File: config.mk
export PLATFORM = sky130hd
export DESIGN_NAME = dram_refresh_seq
export DESIGN_NICKNAME = d
export VERILOG_FILES = /design/src/rtl/drfs_pkg.sv /design/src/rtl/drfs_tick.sv /design/src/rtl/drfs_cbr_engine.sv /design/src/rtl/dram_refresh_seq.sv
export SDC_FILE = /design/constraint.sdc
export NUM_CORES = 1
export LEC_CHECK = 0
export BUFFER_PORTS_ARGS = -buffer_cell sky130_fd_sc_hd__clkbuf_2
export CORE_MARGIN = 3
export CORE_UTILIZATION = 35
export CTS_BUF_LIST = sky130_fd_sc_hd__clkbuf_4 sky130_fd_sc_hd__clkbuf_8
export DETAILED_ROUTE_END_ITERATION = 8
export PLACE_DENSITY = 0.59
export SLEW_MARGIN = 10
export SYNTH_ARGS = -nofsm -noshare
export SYNTH_HDL_FRONTEND = slang
export SYNTH_SLANG_ARGS = --single-unit
File: constraint.sdc
create_clock -name clk -period 3.25 [get_ports clk]
set_input_delay 0.325 -clock clk [delete_from_list [all_inputs] [get_ports clk]]
set_output_delay 0.325 -clock clk [all_outputs]
set_load 0.01 [all_outputs]
File: src/rtl/drfs_pkg.sv
package drfs_pkg;
  typedef enum logic [1:0] {SQ_SETTLE, SQ_WAKE, SQ_RUN} seq_state_t;
  typedef enum logic [1:0] {PH_IDLE, PH_CSU, PH_RASLO, PH_PRE} cbr_phase_t;

  // Round a nanosecond limit up to whole clocks, never below one clock.
  function automatic int unsigned ns_to_clk(int unsigned ns, int unsigned mhz);
    int unsigned c;
    c = (ns * mhz + 999) / 1000;
    return (c == 0) ? 1 : c;
  endfunction

  function automatic int unsigned max2(int unsigned a, int unsigned b);
    return (a > b) ? a : b;
  endfunction

  // Precharge stretched so that the whole cycle meets the random cycle time.
  function automatic int unsigned pre_clk(int unsigned rp, int unsigned rc,
                                          int unsigned csu, int unsigned ras);
    int unsigned rest;
    rest = (rc > csu + ras) ? rc - csu - ras : 0;
    return max2(rp, rest);
  endfunction

  function automatic int unsigned interval_clk(int unsigned retain_us,
                                               int unsigned mhz, int unsigned rows);
    return (retain_us * mhz) / rows;
  endfunction
endpackage

File: src/rtl/drfs_tick.sv
module drfs_tick #(
  parameter int unsigned PERIOD = 781
) (
  input  logic clk,
  input  logic rst_n,
  input  logic en,
  output logic tick
);
  localparam int unsigned CW = $clog2(PERIOD + 1);
  logic [CW-1:0] cnt;

  always_ff @(posedge clk or negedge rst_n) begin
    if (!rst_n)               cnt <= CW'(PERIOD - 1);
    else if (!en)             cnt <= CW'(PERIOD - 1);
    else if (cnt == '0)       cnt <= CW'(PERIOD - 1);
    else                      cnt <= cnt - 1'b1;
  end

  assign tick = en && (cnt == '0);
endmodule

File: src/rtl/drfs_cbr_engine.sv
module drfs_cbr_engine import drfs_pkg::*; #(
  parameter int unsigned CSU_CLK  = 1,
  parameter int unsigned RAS_CLK  = 2,
  parameter int unsigned HOLD_CLK = 1,
  parameter int unsigned PRE_CLK  = 1
) (
  input  logic clk,
  input  logic rst_n,
  input  logic start,
  output logic ras_n,
  output logic cas_n,
  output logic active,
  output logic done
);
  localparam int unsigned LONGEST = max2(max2(CSU_CLK, RAS_CLK), PRE_CLK);
  localparam int unsigned CW = $clog2(LONGEST + 1);

  cbr_phase_t    phase;
  logic [CW-1:0] cnt;
  logic [CW-1:0] last_cnt;
  logic          phase_end;

  always_comb begin
    unique case (phase)
      PH_CSU:   last_cnt = CW'(CSU_CLK - 1);
      PH_RASLO: last_cnt = CW'(RAS_CLK - 1);
      PH_PRE:   last_cnt = CW'(PRE_CLK - 1);
      default:  last_cnt = '0;
    endcase
  end

  assign phase_end = (phase != PH_IDLE) && (cnt == last_cnt);

  always_ff @(posedge clk or negedge rst_n) begin
    if (!rst_n) begin
      phase <= PH_IDLE;
      cnt   <= '0;
    end else if (phase == PH_IDLE) begin
      cnt <= '0;
      if (start) phase <= PH_CSU;
    end else if (phase_end) begin
      cnt <= '0;
      unique case (phase)
        PH_CSU:   phase <= PH_RASLO;
        PH_RASLO: phase <= PH_PRE;
        default:  phase <= PH_IDLE;
      endcase
    end else begin
      cnt <= cnt + 1'b1;
    end
  end

  assign ras_n  = (phase != PH_RASLO);
  assign cas_n  = !((phase == PH_CSU) || ((phase == PH_RASLO) && (cnt < CW'(HOLD_CLK))));
  assign active = (phase != PH_IDLE);
  assign done   = (phase == PH_PRE) && phase_end;

  AST_CAS_LEADS_RAS: assert property (@(posedge clk) disable iff (!rst_n)
    $fell(ras_n) |-> (!cas_n && $past(!cas_n)));
endmodule

File: src/rtl/dram_refresh_seq.sv
module dram_refresh_seq import drfs_pkg::*; #(
  parameter int unsigned CLK_MHZ     = 50,
  parameter int unsigned SETTLE_US   = 200,
  parameter int unsigned WAKE_CYCLES = 8,
  parameter int unsigned RETAIN_US   = 8000,
  parameter int unsigned ROWS        = 512,
  parameter int unsigned MAX_BACKLOG = 4,
  parameter int unsigned T_CSR_NS    = 5,
  parameter int unsigned T_CHR_NS    = 7,
  parameter int unsigned T_RAS_NS    = 25,
  parameter int unsigned T_RP_NS     = 15,
  parameter int unsigned T_RC_NS     = 44
) (
  input  logic clk,
  input  logic rst_n,
  input  logic grant,
  output logic req,
  output logic busy,
  output logic init_done,
  output logic ras_n,
  output logic cas_lo_n,
  output logic cas_hi_n
);
  localparam int unsigned C_CSU    = ns_to_clk(T_CSR_NS, CLK_MHZ);
  localparam int unsigned C_HOLD   = ns_to_clk(T_CHR_NS, CLK_MHZ);
  localparam int unsigned C_RAS    = max2(ns_to_clk(T_RAS_NS, CLK_MHZ), C_HOLD);
  localparam int unsigned C_PRE    = pre_clk(ns_to_clk(T_RP_NS, CLK_MHZ),
                                             ns_to_clk(T_RC_NS, CLK_MHZ), C_CSU, C_RAS);
  localparam int unsigned C_SETTLE = SETTLE_US * CLK_MHZ;
  localparam int unsigned C_PERIOD = interval_clk(RETAIN_US, CLK_MHZ, ROWS);
  localparam int unsigned SW       = $clog2(C_SETTLE + 1);
  localparam int unsigned WW       = $clog2(WAKE_CYCLES + 1);
  localparam int unsigned BW       = $clog2(MAX_BACKLOG + 1);

  seq_state_t    state;
  logic [SW-1:0] settle_cnt;
  logic [WW-1:0] wake_cnt;
  logic [BW-1:0] backlog;

  // Named internal events
  logic eng_start, eng_done, eng_active, eng_ras_n, eng_cas_n;
  logic sched_tick, run_start, wake_start, backlog_full;

  drfs_tick #(.PERIOD(C_PERIOD)) i_tick (
    .clk(clk), .rst_n(rst_n), .en(state == SQ_RUN), .tick(sched_tick)
  );

  drfs_cbr_engine #(.CSU_CLK(C_CSU), .RAS_CLK(C_RAS), .HOLD_CLK(C_HOLD), .PRE_CLK(C_PRE)) i_engine (
    .clk(clk), .rst_n(rst_n), .start(eng_start),
    .ras_n(eng_ras_n), .cas_n(eng_cas_n), .active(eng_active), .done(eng_done)
  );

  assign backlog_full = (backlog == BW'(MAX_BACKLOG));
  assign wake_start   = (state == SQ_WAKE) && !eng_active;
  assign run_start    = (state == SQ_RUN) && grant && !eng_active && (backlog != '0);
  assign eng_start    = wake_start || run_start;

  always_ff @(posedge clk or negedge rst_n) begin
    if (!rst_n) begin
      state      <= SQ_SETTLE;
      settle_cnt <= '0;
      wake_cnt   <= '0;
    end else begin
      unique case (state)
        SQ_SETTLE: begin
          if (settle_cnt == SW'(C_SETTLE - 1)) state <= SQ_WAKE;
          else                                 settle_cnt <= settle_cnt + 1'b1;
        end
        SQ_WAKE: begin
          if (eng_done) begin
            wake_cnt <= wake_cnt + 1'b1;
            if (wake_cnt == WW'(WAKE_CYCLES - 1)) state <= SQ_RUN;
          end
        end
        default: ;
      endcase
    end
  end

  always_ff @(posedge clk or negedge rst_n) begin
    if (!rst_n)                                   backlog <= '0;
    else if (sched_tick && !run_start && !backlog_full) backlog <= backlog + 1'b1;
    else if (run_start && !sched_tick)            backlog <= backlog - 1'b1;
  end

  assign init_done = (state == SQ_RUN);
  assign req       = init_done && ((backlog != '0) || eng_active);
  assign busy      = eng_active;
  assign ras_n     = eng_ras_n;
  assign cas_lo_n  = eng_cas_n;
  assign cas_hi_n  = eng_cas_n;

  AST_QUIET_SETTLE: assert property (@(posedge clk) disable iff (!rst_n)
    (state == SQ_SETTLE) |-> (ras_n && cas_lo_n && cas_hi_n));
  AST_NO_EARLY_REQ: assert property (@(posedge clk) disable iff (!rst_n)
    !init_done |-> !req);
  AST_GRANTED_START: assert property (@(posedge clk) disable iff (!rst_n)
    (init_done && $fell(cas_lo_n)) |-> $past(grant));
  AST_BACKLOG_CAP: assert property (@(posedge clk) disable iff (!rst_n)
    backlog <= BW'(MAX_BACKLOG));
  AST_BUSY_COVERS: assert property (@(posedge clk) disable iff (!rst_n)
    (!ras_n || !cas_lo_n || !cas_hi_n) |-> busy);
endmodule

## Yosys cells after proc, flatten, opt, wreduce, memory -nomap -nowiden

Index checks and enable logic that the tools add are counted.

- $add $sub $neg: 6
- Order comparisons: 1
- Equality and inequality tests: 14
- Mux-type cells: 15
- Bitwise logic cells: 1
- Reductions and logical operators: 32

Operators by type and width:

| kind | count |
|---|---|
| $mux W10 | 2 |
| $mux W2 | 8 |
| $add A14 B1 Y14 const B | 1 |
| $eq A14 B14 Y1 const B | 1 |
| $logic_and A1 B1 Y1 | 12 |
| $logic_not A10 Y1 | 1 |
| $sub A10 B1 Y10 const B | 1 |
| $ne A2 B2 Y1 const B | 4 |
| $pmux W2 S2 | 2 |
| $reduce_bool A2 Y1 | 4 |
| $eq A2 B2 Y1 const B | 3 |
| $mux W3 | 2 |
| $reduce_and A2 Y1 | 3 |
| $logic_not A1 Y1 | 5 |
| $add A4 B1 Y4 const B | 1 |
| $eq A2 B1 Y1 const B | 2 |
| $eq A4 B3 Y1 const B | 1 |
| $logic_not A2 Y1 | 2 |
| $reduce_and A4 Y1 | 1 |
| $add A3 B1 Y3 const B | 1 |
| $eq A3 B3 Y1 const B | 1 |
| $logic_or A1 B1 Y1 | 3 |
| $reduce_bool A3 Y1 | 1 |
| $sub A3 B1 Y3 const B | 1 |
| 6 further kinds | 6 |

- Register bits after elaboration: 37
- Word-level logic and storage cells: 76

## Longest topological paths before layout

- Depth after elaboration: 8
- Gate-level depth with buffers: 10
- Depth with buffers taken out: 9

## Hierarchy

From an unflattened synthesis, not the netlist that was laid out.

- Cell total of the unflattened synthesis: 195
- Area total of the unflattened synthesis: 2,042.0 µm²

Modules (own cells, without submodules):

| module | instances | cells an instance | area an instance (µm²) | sequential area each (µm²) |
|---|---|---|---|---|
| dram_refresh_seq | 1 | 112 | 1,212.4 | 575.6 |
| drfs_tick | 1 | 55 | 539.3 | 255.2 |
| drfs_cbr_engine | 1 | 28 | 290.3 | 100.1 |

## Worst setup path before layout

OpenSTA, ideal clock, no wires.

- Kind: flip-flop to flip-flop
- From: register i_tick.cnt[0]
- To: register backlog[2]
- Library setup time: 0.123 ns
- Arrival time: 2.465 ns
- Data required time: 3.127 ns
- Setup slack: 0.662 ns
- Cell stages (with the launch flop): 10
- Path buffers: 0
- Path through: dfrtp_1 -> inv_1 -> ha_1 -> or4b_1 -> nor3_4 -> nand2_1 -> fa_1 -> or2_2 -> mux2_2 -> a2bb2oi_1

- Longest elaborated chain between the ends: 5
- Elaborated cells on any way between the ends: 8
- Classes of those cells: mux: 1; reduce/logical: 7

RTL lines:

| what | line | source |
|---|---|---|
| from (decl) | drfs_tick.sv:10 | `logic [CW-1:0] cnt;` |
| from (signal assigned) | drfs_tick.sv:13 | `if (!rst_n) cnt <= CW'(PERIOD - 1);` |
| from (signal assigned) | drfs_tick.sv:14 | `else if (!en) cnt <= CW'(PERIOD - 1);` |
| from (signal assigned) | drfs_tick.sv:15 | `else if (cnt == '0) cnt <= CW'(PERIOD - 1);` |
| $logic_not A10 Y1 * | drfs_tick.sv:19 | `assign tick = en && (cnt == '0);` |
| $logic_and A1 B1 Y1 * | drfs_tick.sv:19 |  |
| $logic_and A1 B1 Y1 or $logic_not A1 Y1 (tied branches) | dram_refresh_seq.sv:82, dram_refresh_seq.sv:83 |  |
| $logic_and A1 B1 Y1, on equally long branches | dram_refresh_seq.sv:82, dram_refresh_seq.sv:83 |  |
| $mux W3 or $reduce_bool A2 Y1 (tied branches) | n/a |  |
| to (signal assigned) | dram_refresh_seq.sv:82 | `else if (sched_tick && !run_start && !backlog_full) backlog <= backlog + 1'b1;` |
| to (signal assigned) | dram_refresh_seq.sv:83 | `else if (run_start && !sched_tick) backlog <= backlog - 1'b1;` |
| to (decl) | dram_refresh_seq.sv:38 | `logic [BW-1:0] backlog;` |

Every way passes the cells marked *; elsewhere a longest branch is shown, timed or not.
A chain may end at the register's enable or synchronous reset.

## Worst setup path after layout

Same ends and word-level chain as after synthesis.

==> results.toml <==
[timing]
layout_min_cycle_time_ps = 2730
timing.final.crit_share_pct = 84.0
hold-worst-slack_ps = 152
slew_viol_final = 0
max_freq_mhz = 366
rsz0062_at_grt = "no"
setup_ws_ps = 520
tns_ps = 0
finalClockSkew_ps = 6.66
slew_headroom_pct = 38.7
setup_viol = 0
finalHoldViolCount = 0
worst_pin_slew_ps = 919

[synth]
yosysSeqAreaShare_pct = 49.0
synth_area_leaders = "dfrtp_1, xnor2_1, ha_1, dfstp_2, xor2_1"
syn-num-nets = 187
ys_warn_count = 0
yosysTopAreaCell = "dfrtp_1"
synth-edff-count = 0
async_flop_share_pct = 100
synth.distinct_cells = 45
synth_top_area_share_pct = 43.5
avgSynthCellArea_um2 = 10.9
synthCells = 174
ys_ff_latch = 37
synth_area_mm2 = 0.00190
synth_ff_type = "dfrtp_1"

[die]
initial_core_util_pct = 36.7
core_area_mm2 = 0.00517
die_area_mm2 = 0.00635
die_x_um = 79.7
rows = 26
num_io_pins = 9
die_y_um = 79.7

[critical_path]
path_cells = "inv_1 -> ha_1 -> or4b_1 -> nor3_4 -> nand2_1 -> fa_1 -> or2_2 -> mux2_2 -> a2bb2oi_1"
crit_family = "simple AND/OR/NAND/NOR gates"
crit_buf_inv = 1
arrival_ps = 2910
critPathKind = "reg -> reg"
cp-start-kind = "register"
crit_fanout = 6
worstPathRequired_ps = 3430
crit_path_end_kind = "register"
worst_path_max_delay_cell = "or4b_1"
slowest_delay_ps = 480

[cts]
clkLatencyLatePin_ps = 290
post_cts_buffers = 0
clkTransAtPathRegs_ps = 80
cts_sinks = 37
post_cts_resized = 0
clockBufferDepth = 2
cts_tree = "built"
cts-root-buf = "clkbuf_8"
cts-buffers-inserted = 5
hold_buffers = 0
h-tree-depth = 2

[cells_and_area]
antenna_cells = 0
fin_cells = 256
layout.nets = 198
layout-drive-gt1-share_pct = 17.2
regArea_um2 = 931
syn_to_final_growth_pct = 11.1
utilization_pct = 40.8
multi_input_comb_area_um2 = 905
num-fill-cells = 480

[routing]
antenna_left = 0
drt-wirelength-per-cell_um = 12.1
vias = 1247
drt-initial-drc-count = 45
drcViolationCount = 0
first_pass_iters = 4
wl_mm = 3.09
viasPerCell = 4.87

[status]
status = "finished, final reports clean"

[place]
placed_cells = 248
place_hpwl_mm = 2.19
pre_cts_slack_ps = 519
port_buffers = 8
globalplace.congestion = 0.735

[power]
worst_ir_drop_vdd_mv = 0.180
power_density_mw_per_mm2 = 393
leakage_nw = 0.948

[job]
drv_cap = 0

[global_routing]
grt_pass1_vias = 1201
antenna_found_initial = 0
gr-total-overflow = 0
grt_max_degree = 38
grt_pass1_wl_mm = 5.62
grt_use_total_pct = 11.7

[hold_path]
min_path_type = "in -> async"
worst reg2reg max path, cell delays in order, from the launching register on:
cell and delay (ps):
dfrtp_1 410, inv_1 90, ha_1 140, or4b_1 480, nor3_4 260, nand2_1 120
fa_1 420, or2_2 300, mux2_2 260, a2bb2oi_1 140
power by group:
part,switching [mW],internal [mW]
logic,0.00983,0.00208
clock network,0.164,0.192
registers,0,0.460
total,0.174,0.654
cell type report:
cell class | instances | share of cell area, %
Sequential cell | 37 | 44.1
Multi-Input combinational cell | 121 | 42.9
Clock buffer | 7 | 4.57
Tap cell | 70 | 4.15
Inverter | 12 | 2.14
Timing Repair Buffer | 8 | 1.90
Clock inverter | 1 | 0.237
per-layer routing:
| metal | GRT usage [%] | vias up | part of all wire [%] |
|---|---|---|---|
| met5 | 0 | - | 0 |
| met4 | 6.70 | 0 | 2.3 |
| met3 | 3.72 | 5 | 2.9 |
| met2 | 17.5 | 6 | 45 |
| met1 | 14.7 | 605 | 50 |
| li1 | - | 631 | - |
cell usage after synthesis (3+ instances only):
cell type and count:
nand3_1 8, or2_2 3, dfstp_2 4, a21oi_1 4
inv_1 12, nor2_1 10, nor3_1 8, mux2_2 4
nand2_1 10, xnor2_1 16, clkbuf_1 3, nand4_1 5
xor2_1 7, dfrtp_1 33, ha_1 9
state kept, by name, summed over array words and instances (netlist names):
register and count:
i_engine.cnt 2, state 2, i_engine.phase 2, wake_cnt 4
i_tick.cnt 10, backlog 3, settle_cnt 14
kinds of logic (layout without fill, tap and decap cells):
| family | Yosys count | count (layout) | synth area share (%) |
|---|---|---|---|
| AOI/OAI and AO/OA | 17 | 17 | 6.59 |
| muxes | 7 | 7 | 4.02 |
| buffers and inverters | 16 | 28 | 3.36 |
| DFF | 37 | 37 | 49.0 |
| xor gates and xnor gates | 23 | 23 | 10.6 |
| adders and majority gates | 10 | 10 | 6.98 |
| and+or+nand+nor | 64 | 64 | 19.4 |
worst paths after layout:
check                               from            end  slack (ps)  cells past startpoint
setup / recovery           i_tick.cnt[0]     backlog[2]         520                      9
hold / removal                     rst_n     backlog[1]         150                      1
setup reg to reg           i_tick.cnt[0]     backlog[2]         520                      9
hold reg to reg              wake_cnt[3]    wake_cnt[3]         470                      1
max in group asynchronous          rst_n  settle_cnt[9]        2520                      1
min in group clk             wake_cnt[3]    wake_cnt[3]         470                      1
layout by cell type, fill, tap and decap left out, types with 3 or more instances in the layout:
cell / count
mux2_2: 4
inv_1: 12
ha_1: 9
a21oi_1: 4
dfstp_2: 4
nand4_1: 5
xnor2_1: 16
xor2_1: 7
nand3_1: 8
nor2_1: 10
clkbuf_2: 8
or2_2: 3
dfrtp_1: 33
clkbuf_8: 7
nor3_1: 8
nand2_1: 10
per-stage QoR:
step                total power [mW]  cell area [um2]
detailed placement             0.482             2010
global route                   0.868             2110
CTS                            0.845             2110
global placement               0.482             2010
floorplan                      0.471             1900
finish                         0.828             2110
Power figures use the tool's default switching activity.
